File: config.mk
export PLATFORM = sky130hd
export DESIGN_NAME = osd_pixel_decoder
export DESIGN_NICKNAME = d
export VERILOG_FILES = /design/src/rtl/osd_pkg.sv /design/src/rtl/osd_unpack.sv /design/src/rtl/osd_window.sv /design/src/rtl/osd_blend.sv /design/src/rtl/osd_pixel_decoder.sv
export SDC_FILE = /design/constraint.sdc
export NUM_CORES = 2
export LEC_CHECK = 0
export BUFFER_PORTS_ARGS = -buffer_cell sky130_fd_sc_hd__buf_2
export CORE_AREA = 3 3 550 552
export DETAILED_ROUTE_END_ITERATION = 7
export DIE_AREA = 0 0 553 555
export GPL_ROUTABILITY_DRIVEN = 0
export PLACE_DENSITY_LB_ADDON = 0.15
export SYNTH_ARGS = -nofsm -noshare
export SYNTH_HDL_FRONTEND = slang
export SYNTH_SLANG_ARGS = --single-unit
File: constraint.sdc
create_clock -name clk -period 22.8 [get_ports clk]
set_input_delay 2.28 -clock clk [delete_from_list [all_inputs] [get_ports clk]]
set_output_delay 2.28 -clock clk [all_outputs]
set_load 0.005 [all_outputs]
File: src/rtl/osd_pkg.sv
package osd_pkg;

    localparam logic [2:0] FMT_BM1   = 3'd0;
    localparam logic [2:0] FMT_BM2   = 3'd1;
    localparam logic [2:0] FMT_BM4   = 3'd2;
    localparam logic [2:0] FMT_BM8   = 3'd3;
    localparam logic [2:0] FMT_RL16  = 3'd4;
    localparam logic [2:0] FMT_RL256 = 3'd5;

    typedef struct packed {
        logic [7:0] idx;
        logic       first;
        logic       last;
    } pix_t;

endpackage

File: src/rtl/osd_unpack.sv
module osd_unpack
    import osd_pkg::*;
#(
    parameter int LINE_W = 720
) (
    input  logic       clk,
    input  logic       rst_n,
    input  logic [2:0] fmt,
    input  logic       warp_en,
    input  logic [7:0] warp_code,
    input  logic       in_valid,
    input  logic [7:0] in_data,
    output logic       in_ready,
    output logic       gen_valid,
    output pix_t       gen_pix,
    input  logic       gen_ready
);

    localparam int CW = (LINE_W > 1) ? $clog2(LINE_W) : 1;
    localparam logic [CW-1:0] LAST_COL = CW'(LINE_W - 1);

    typedef enum logic [2:0] {G_BYTE, G_WCNT, G_IDX, G_BITS, G_RUN, G_PAD} gst_e;

    gst_e          state, state_nx;
    logic [7:0]    sh;
    logic [3:0]    left;
    logic [7:0]    run_cnt;
    logic [7:0]    run_idx;
    logic [CW-1:0] col;

    logic       is_rl, take, push, at_last;
    logic [7:0] bm_idx;
    logic [3:0] per_byte;
    logic [3:0] bpp;

    assign is_rl   = (fmt == FMT_RL16) || (fmt == FMT_RL256);
    assign at_last = (col == LAST_COL);
    assign take    = in_valid && in_ready;
    assign push    = gen_valid && gen_ready;
    assign bpp     = 4'd1 << fmt[1:0];

    always_comb begin
        unique case (fmt[1:0])
            2'd0:    begin bm_idx = {7'b0, sh[7]};   per_byte = 4'd8; end
            2'd1:    begin bm_idx = {6'b0, sh[7:6]}; per_byte = 4'd4; end
            2'd2:    begin bm_idx = {4'b0, sh[7:4]}; per_byte = 4'd2; end
            default: begin bm_idx = sh;              per_byte = 4'd1; end
        endcase
    end

    // state register
    always_ff @(posedge clk) begin
        if (!rst_n) state <= G_BYTE;
        else        state <= state_nx;
    end

    // next state
    always_comb begin
        state_nx = state;
        unique case (state)
            G_BYTE: if (take) begin
                if (is_rl) begin
                    if (in_data != 8'd0)  state_nx = G_IDX;
                    else if (col != '0)   state_nx = G_PAD;
                end else if (warp_en && in_data == warp_code) begin
                    state_nx = G_WCNT;
                end else begin
                    state_nx = G_BITS;
                end
            end
            G_WCNT: if (take) begin
                if (in_data != 8'd0)      state_nx = G_IDX;
                else if (col != '0)       state_nx = G_PAD;
                else                      state_nx = G_BYTE;
            end
            G_IDX:  if (take) state_nx = G_RUN;
            G_BITS: if (push && left == 4'd1)    state_nx = G_BYTE;
            G_RUN:  if (push && run_cnt == 8'd1) state_nx = G_BYTE;
            G_PAD:  if (push && at_last)         state_nx = G_BYTE;
            default: state_nx = G_BYTE;
        endcase
    end

    // outputs
    always_comb begin
        in_ready  = 1'b0;
        gen_valid = 1'b0;
        gen_pix   = '{idx: 8'd0, first: (col == '0), last: at_last};
        unique case (state)
            G_BYTE, G_WCNT, G_IDX: in_ready = 1'b1;
            G_BITS: begin gen_valid = 1'b1; gen_pix.idx = bm_idx;  end
            G_RUN:  begin gen_valid = 1'b1; gen_pix.idx = run_idx; end
            G_PAD:  begin gen_valid = 1'b1; gen_pix.idx = 8'd0;    end
            default: ;
        endcase
    end

    // datapath
    always_ff @(posedge clk) begin
        if (!rst_n) begin
            sh      <= '0;
            left    <= '0;
            run_cnt <= '0;
            run_idx <= '0;
            col     <= '0;
        end else begin
            if (take && (state == G_BYTE) && !is_rl) begin
                sh   <= in_data;
                left <= per_byte;
            end
            if (take && (state == G_WCNT || (state == G_BYTE && is_rl)))
                run_cnt <= in_data;
            if (take && state == G_IDX)
                run_idx <= (fmt == FMT_RL16) ? {4'b0, in_data[3:0]} : in_data;
            if (push && state == G_BITS) begin
                sh   <= sh << bpp;
                left <= left - 4'd1;
            end
            if (push && state == G_RUN)
                run_cnt <= run_cnt - 8'd1;
            if (push)
                col <= at_last ? '0 : col + 1'b1;
        end
    end

    a_r2_col_wrap: assert property (@(posedge clk) disable iff (!rst_n)
        (push && gen_pix.last) |=> (col == '0));
    a_r4_pad_ends_at_edge: assert property (@(posedge clk) disable iff (!rst_n)
        (state == G_PAD && push && gen_pix.last) |=> (state == G_BYTE));
    a_r3_run_nonzero: assert property (@(posedge clk) disable iff (!rst_n)
        (state == G_RUN) |-> (run_cnt != 8'd0));

endmodule

File: src/rtl/osd_window.sv
module osd_window
    import osd_pkg::*;
(
    input  logic       clk,
    input  logic       rst_n,
    input  logic       outline_on,
    input  logic       gen_valid,
    input  pix_t       gen_pix,
    output logic       gen_ready,
    input  logic       vid_valid,
    output logic       vid_ready,
    output logic       emit,
    output logic [7:0] cur_idx,
    output logic       cur_outline
);

    pix_t       q0, q1;
    logic [1:0] cnt;
    logic       left_fg;
    logic       push;

    assign vid_ready = (cnt != 2'd0) && (cnt == 2'd2 || q0.last);
    assign emit      = vid_ready && vid_valid;
    assign gen_ready = (cnt != 2'd2) || emit;
    assign push      = gen_valid && gen_ready;
    assign cur_idx   = q0.idx;

    always_comb begin
        cur_outline = outline_on && (q0.idx == 8'd0) &&
                      (left_fg || (cnt == 2'd2 && !q0.last && q1.idx == 8'd1));
    end

    always_ff @(posedge clk) begin
        if (!rst_n) begin
            q0      <= '0;
            q1      <= '0;
            cnt     <= '0;
            left_fg <= 1'b0;
        end else begin
            unique case ({push, emit})
                2'b10: begin
                    if (cnt == 2'd0) q0 <= gen_pix;
                    else             q1 <= gen_pix;
                    cnt <= cnt + 2'd1;
                end
                2'b01: begin
                    q0  <= q1;
                    cnt <= cnt - 2'd1;
                end
                2'b11: begin
                    if (cnt == 2'd1) q0 <= gen_pix;
                    else begin
                        q0 <= q1;
                        q1 <= gen_pix;
                    end
                end
                default: ;
            endcase
            if (emit) left_fg <= (q0.idx == 8'd1) && !q0.last;
        end
    end

    a_r8_depth_bound: assert property (@(posedge clk) disable iff (!rst_n)
        cnt != 2'd3);
    a_r8_video_waits: assert property (@(posedge clk) disable iff (!rst_n)
        (cnt == 2'd0) |-> !vid_ready);

endmodule

File: src/rtl/osd_blend.sv
module osd_blend #(
    parameter int PAL_DEPTH = 256,
    parameter int VAL_W     = 8
) (
    input  logic             clk,
    input  logic             rst_n,
    input  logic             pal_we,
    input  logic [7:0]       pal_addr,
    input  logic [3:0]       pal_alpha,
    input  logic [VAL_W-1:0] pal_value,
    input  logic             emit,
    input  logic [7:0]       idx,
    input  logic             outline,
    input  logic [VAL_W-1:0] outline_color,
    input  logic [VAL_W-1:0] vid_data,
    output logic             out_valid,
    output logic [VAL_W-1:0] out_data
);

    localparam int AW = (PAL_DEPTH > 1) ? $clog2(PAL_DEPTH) : 1;
    localparam int MW = VAL_W + 4;

    logic [3:0]       alpha_mem [PAL_DEPTH];
    logic [VAL_W-1:0] val_mem   [PAL_DEPTH];

    logic [3:0]       sel_a;
    logic [VAL_W-1:0] sel_v;
    logic [MW-1:0]    mix, quo;

    always_ff @(posedge clk) begin
        if (pal_we) begin
            alpha_mem[pal_addr[AW-1:0]] <= pal_alpha;
            val_mem[pal_addr[AW-1:0]]   <= pal_value;
        end
    end

    always_comb begin
        if (outline) begin
            sel_a = 4'd15;
            sel_v = outline_color;
        end else begin
            sel_a = alpha_mem[idx[AW-1:0]];
            sel_v = val_mem[idx[AW-1:0]];
        end
        mix = MW'(sel_a) * MW'(sel_v) + MW'(4'd15 - sel_a) * MW'(vid_data);
        quo = mix / MW'(15);
    end

    always_ff @(posedge clk) begin
        if (!rst_n) begin
            out_valid <= 1'b0;
            out_data  <= '0;
        end else begin
            out_valid <= emit;
            if (emit) out_data <= quo[VAL_W-1:0];
        end
    end

    a_r6_opaque_passes: assert property (@(posedge clk) disable iff (!rst_n)
        (emit && sel_a == 4'd15) |=> (out_data == $past(sel_v)));
    a_r6_clear_passes: assert property (@(posedge clk) disable iff (!rst_n)
        (emit && sel_a == 4'd0) |=> (out_data == $past(vid_data)));

endmodule

File: src/rtl/osd_pixel_decoder.sv
module osd_pixel_decoder
    import osd_pkg::*;
#(
    parameter int LINE_W    = 720,
    parameter int PAL_DEPTH = 256,
    parameter int VAL_W     = 8
) (
    input  logic             clk,
    input  logic             rst_n,
    input  logic [2:0]       fmt,
    input  logic             warp_en,
    input  logic [7:0]       warp_code,
    input  logic             outline_en,
    input  logic [VAL_W-1:0] outline_color,
    input  logic             pal_we,
    input  logic [7:0]       pal_addr,
    input  logic [3:0]       pal_alpha,
    input  logic [VAL_W-1:0] pal_value,
    input  logic             in_valid,
    input  logic [7:0]       in_data,
    output logic             in_ready,
    input  logic             vid_valid,
    input  logic [VAL_W-1:0] vid_data,
    output logic             vid_ready,
    output logic             out_valid,
    output logic [VAL_W-1:0] out_data
);

    pix_t       gen_pix;
    logic       gen_valid, gen_ready;
    logic       emit, cur_outline, outline_on;
    logic [7:0] cur_idx;

    assign outline_on = outline_en && (fmt == FMT_BM1);

    osd_unpack #(.LINE_W(LINE_W)) unpack_i (
        .clk, .rst_n, .fmt, .warp_en, .warp_code,
        .in_valid, .in_data, .in_ready,
        .gen_valid, .gen_pix, .gen_ready
    );

    osd_window window_i (
        .clk, .rst_n, .outline_on,
        .gen_valid, .gen_pix, .gen_ready,
        .vid_valid, .vid_ready, .emit, .cur_idx, .cur_outline
    );

    osd_blend #(.PAL_DEPTH(PAL_DEPTH), .VAL_W(VAL_W)) blend_i (
        .clk, .rst_n, .pal_we, .pal_addr, .pal_alpha, .pal_value,
        .emit, .idx(cur_idx), .outline(cur_outline), .outline_color,
        .vid_data, .out_valid, .out_data
    );

    a_r7_outline_mode: assert property (@(posedge clk) disable iff (!rst_n)
        cur_outline |-> (fmt == FMT_BM1 && outline_en && cur_idx == 8'd0));
    a_r8_one_out_per_video: assert property (@(posedge clk) disable iff (!rst_n)
        (vid_valid && vid_ready) |=> out_valid);

endmodule

---- Word level (Yosys, flattened, before mapping) ----
Memories as Yosys holds them, arrays and structs flattened. A register that Yosys moved wholly into a read port is not among the register bits.
Cells that the tools add are included.
operators by class
  $add $sub $neg .......................... 7
  $mul .................................... 2
  divide/modulo/power cells ............... 1
  eq/ne operators ......................... 31
  shift-type cells ........................ 2
  mux-type cells .......................... 41
  reductions and logical operators ........ 47
operators with widths
  operator                 number
  $mux W8                  10
  $mux W10                 5
  $mux W3                  11
  $pmux W10 S3             1
  $eq A8 B1 Y1 const B     3
  $pmux W8 S3              1
  $logic_and A1 B1 Y1      21
  $pmux W10 S2             1
  $pmux W3 S6              1
  $pmux W8 S2              1
  $ne A2 B1 Y1 const B     7
  $add A12 B12 Y12         1
  $div A12 B4 Y12 const B  1
  $eq A3 B3 Y1 const B     4
  $mul A12 B8 Y12          1
  $mul A4 B8 Y12           1
  $mux W4                  3
  $pmux W4 S3              1
  $add A10 B1 Y10 const B  1
  $eq A10 B10 Y1 const B   1
  $logic_not A10 Y1        1
  $reduce_bool A10 Y1      1
  $reduce_bool A2 Y1       5
  $eq A2 B2 Y1 const B     4
  other kinds (28)         44
storage, ports and cells
  register bits ........................... 72
  RAM bits ................................ 3,072
  input port bits ......................... 62
  output and inout bits ................... 11
  logic and storage cells ................. 148
  memories kept ........................... 2
memory list
  memory             depth  width  read ports  clocked after memory_dff  write ports  RTL line         RTL
  blend_i.val_mem    256    8      1           1                         1            osd_blend.sv:24  logic [VAL_W-1:0] val_mem [PAL_DEPTH];
  blend_i.alpha_mem  256    4      1           1                         1            osd_blend.sv:23  logic [3:0] alpha_mem [PAL_DEPTH];

---- Longest topological paths before layout ----
  word-level depth ........................ 11
  mapped depth ............................ 44
  depth with buffers taken out ............ 36

---- Cells and area by module ----
Synthesis repeated with hierarchy kept, for this count alone.
unflattened totals
  cell total of the unflattened synthesis .. 5,535
  area, all modules ....................... 124,848.5 sq um
modules (own cells, without submodules)
  module             instances  cells an instance  area each (sq um)
  osd_blend          1          5,110              121,118.7
  osd_unpack         1          308                2,592.5
  osd_window         1          116                1,122.3
  osd_pixel_decoder  1          1                  15.0

---- Worst setup path after synthesis ----
No wires, ideal clock.
  path type ............................... register to register
  start point ............................. register with a tool-made name
  end point ............................... register blend_i.out_data[0]
  library setup time ...................... 0.125 ns
  arrival time ............................ 10.882 ns
  required time ........................... 22.675 ns
  slack ................................... 11.793 ns
  cell stages (with the launch flop) ...... 43
  path buffers ............................ 7
  cell sequence ........................... dfxtp_1 clkbuf_1 buf_2 buf_1 clkbuf_1 clkbuf_1 buf_1 mux4_2 mux4_2 mux4_2 mux4_2 mux2i_1 nor2_1 fa_1 ha_1 inv_1 fa_1 inv_1 [7 not listed] a211o_1 or2_4 or4_1 o21ai_1 nand2_1 a2111oi_4 a21o_1 clkbuf_1 nand3_1 o21ai_0 a22oi_1 o21ai_0 ha_1 nand2_1 nor2_1 o31ai_1 a211oi_1 o41a_1
RTL lines
  what                  RTL line         RTL
  to (signal assigned)  osd_blend.sv:55  if (emit) out_data <= quo[VAL_W-1:0];
  to (decl)             osd_blend.sv:17  output logic [VAL_W-1:0] out_data

==> flow_summary.ini <==
[sta]
setup_violations = 0
slew_headroom_pct = 13.0
max_freq_mhz = 72.7
rsz0062_at_grt = no
tns_ns = 0
finalCritPeriodShare_pct = 60.4
skew_ns = 0.0371
final-max-slew-violation-count = 0
tightest_slew_ns = 1.30
hold_viol = 0
fin_crit_ns = 13.76

[route]
initialDrtViolationCount = 6313
drtAntennaViolNets = 0
wirelength_mm = 312
drc = 0
num_vias = 58530
wl_per_cell_um = 30.8
routed_via_density = 5.77
drt-pass1-iter-count = 5

[yosys]
async_flop_share_pct = 0
syn-num-nets = 5750
yosysWarnings = 0
synth-main-ff-cell = edfxtp_1
synth_seq_area_share_pct = 75.1
netlist_instances = 5590
syn_area_mm2 = 0.125
synth_area_per_cell_um2 = 22.4
ys_types = 90
ys_ff_latch = 3151
synth-edff-count = 3072

[die]
fp-row-count = 200
dieHeight_um = 555
die_area_mm2 = 0.307
initial_core_util_pct = 42.1
chipWidth_um = 553
coreArea_mm2 = 0.297
io_pins = 73

[clock_tree]
clk_pin_slew_ns = 0.06
clkSinkCount = 3151
htree_num_levels = 5
ctsHoldBuffers = 0
post-cts-setup-buffers = 0
cts_tree = built
clock_latency_ns = 0.90
root_buffer = clkbuf_16
cts_resized = 0
clockBufferDepth = 4
tritoncts.num_buffers = 330

[worst_setup_path]
slowest_delay_ns = 0.81
start_kind = flip-flop
cp_data_required_time_ns = 23.57
critPathCaptureType = flip-flop
critPathMaxFanout = 72
cp.arrival_ns = 14.53
cp_slowest_cell = dfxtp_4
critPathKind = flip-flop to flip-flop

[place]
numPortBuffers = 72
dpl.hpwl_mm = 189

[global_routing]
grt_max_degree = 123
grt_pass1_wl_mm = 453
antenna_found_initial = 16
grt_pass1_vias = 60328
overflow = 0
track_usage_pct = 20.3

[outcome]
status = completed

[finish]
area_growth_pct = 13.6
final_common_cell = edfxtp_1
num-nets-final = 6123
drive_above_1_share_pct = 30.9
final_cell_mix = edfxtp_1, mux4_2, clkbuf_16, nor2_1, buf_4

[run]
drv_cap = 0

[hold_path]
worstHoldPathType = flip-flop to flip-flop
-- critical path: cells and delay by family (launching register included) --
kind / cells / cell delay (ns)
adders and majority gates: 6 / 2.90
buffers and inverters: 6 / 2.20
xor gates and xnor gates: 1 / 0.16
muxes: 5 / 2.95
AOI/OAI and AO/OA: 11 / 3.31
DFF: 1 / 0.81
and+or+nand+nor: 3 / 1.03
-- path summary, 6_finish.rpt --
kind                        from  slack, ns  cells past startpoint             endpoint
max reg2reg            flip-flop       9.04                     32  blend_i.out_data[0]
min          blend_i.out_data[6]       0.46                      2  blend_i.out_data[6]
min reg2reg  blend_i.out_data[6]       0.46                      2  blend_i.out_data[6]
max                    flip-flop       9.04                     32  blend_i.out_data[0]
-- state kept, by name, indices dropped and copies added (netlist names), 2 cells and up, named ones only --
name               cells
blend_i.val_mem     2048
unpack_i.run_cnt       8
window_i.cur_idx       8
unpack_i.col          10
unpack_i.sh            8
blend_i.out_data       8
window_i.q1            9
blend_i.alpha_mem   1024
unpack_i.state         3
window_i.cnt           2
unpack_i.run_idx       8
unpack_i.left          4
-- Yosys cell counts, types with 7 or more instances --
master,number,area (um2)
a221oi_1,11,96.3
nand2_1,102,383
clkbuf_1,202,758
nor2_1,346,1300
nor2b_1,14,87.6
a211oi_1,11,82.6
o21ai_0,54,270
xor2_1,21,184
nor4_1,7,43.8
dfxtp_1,79,1580
xnor2_1,13,114
ha_1,57,713
nor3_1,27,135
mux2_2,9,101
mux4_2,1021,23000
and3_1,9,56.3
buf_1,91,342
o211ai_1,10,75.1
a22oi_1,8,60.1
fa_1,41,821
and2_1,34,213
inv_1,85,319
edfxtp_1,3072,92200
a31oi_1,15,93.8
a21oi_1,45,225
buf_2,7,35.0
nand3_1,40,200
mux2i_1,20,200
or2_2,8,50.1
-- final cells by class --
| type | count | area (um2) |
|---|---|---|
| well taps | 3939 | 4930 |
| flip-flops and latches | 3151 | 93900 |
| clock buffers | 414 | 8770 |
| fillers | 24153 | 155000 |
| diodes | 6 | 15.0 |
| repair buffers | 341 | 2600 |
| inverters | 89 | 334 |
| clock inverters | 160 | 1630 |
| multi-input cells | 2050 | 29900 |
-- cell families after synthesis --
family / Yosys count / synth area share, %
simple gates: 635 / 2.27
mux: 1050 / 18.6
compound gates: 225 / 1.30
fa+ha+maj: 101 / 1.25
xor+xnor: 39 / 0.313
flops: 3151 / 75.1
buf+inv: 389 / 1.18
-- routing by layer --
layer  share of wire (%)  vias to the layer above  track usage, %
li1                    -                    24336               -
met1                  44                    32186            29.7
met2                  49                     1669            32.8
met3                 5.5                      337            3.06
met4                 1.8                        2            3.74
met5              0.0042                        -               0
-- through the flow --
stage / instances / util [%] / setup slack (ns) / area (um2) / hold slack [ns]
2_1_floorplan: 5590 / - / 11.79 / 125000 / 0.431
3_3_place_gp: 9570 / 44.3 / 9.11 / 132000 / 0.448
3_5_place_dp: 9570 / 44.3 / 9.00 / 132000 / 0.451
4_1_cts: 10144 / 47.8 / 8.96 / 142000 / 0.462
5_1_grt: 10145 / 47.8 / 8.11 / 142000 / 0.479
6_report: 10150 / 47.8 / 9.04 / 142000 / 0.460
Power is not shown: default switching activity piles up to over one toggle a cycle in this logic, so the estimate is an artifact.
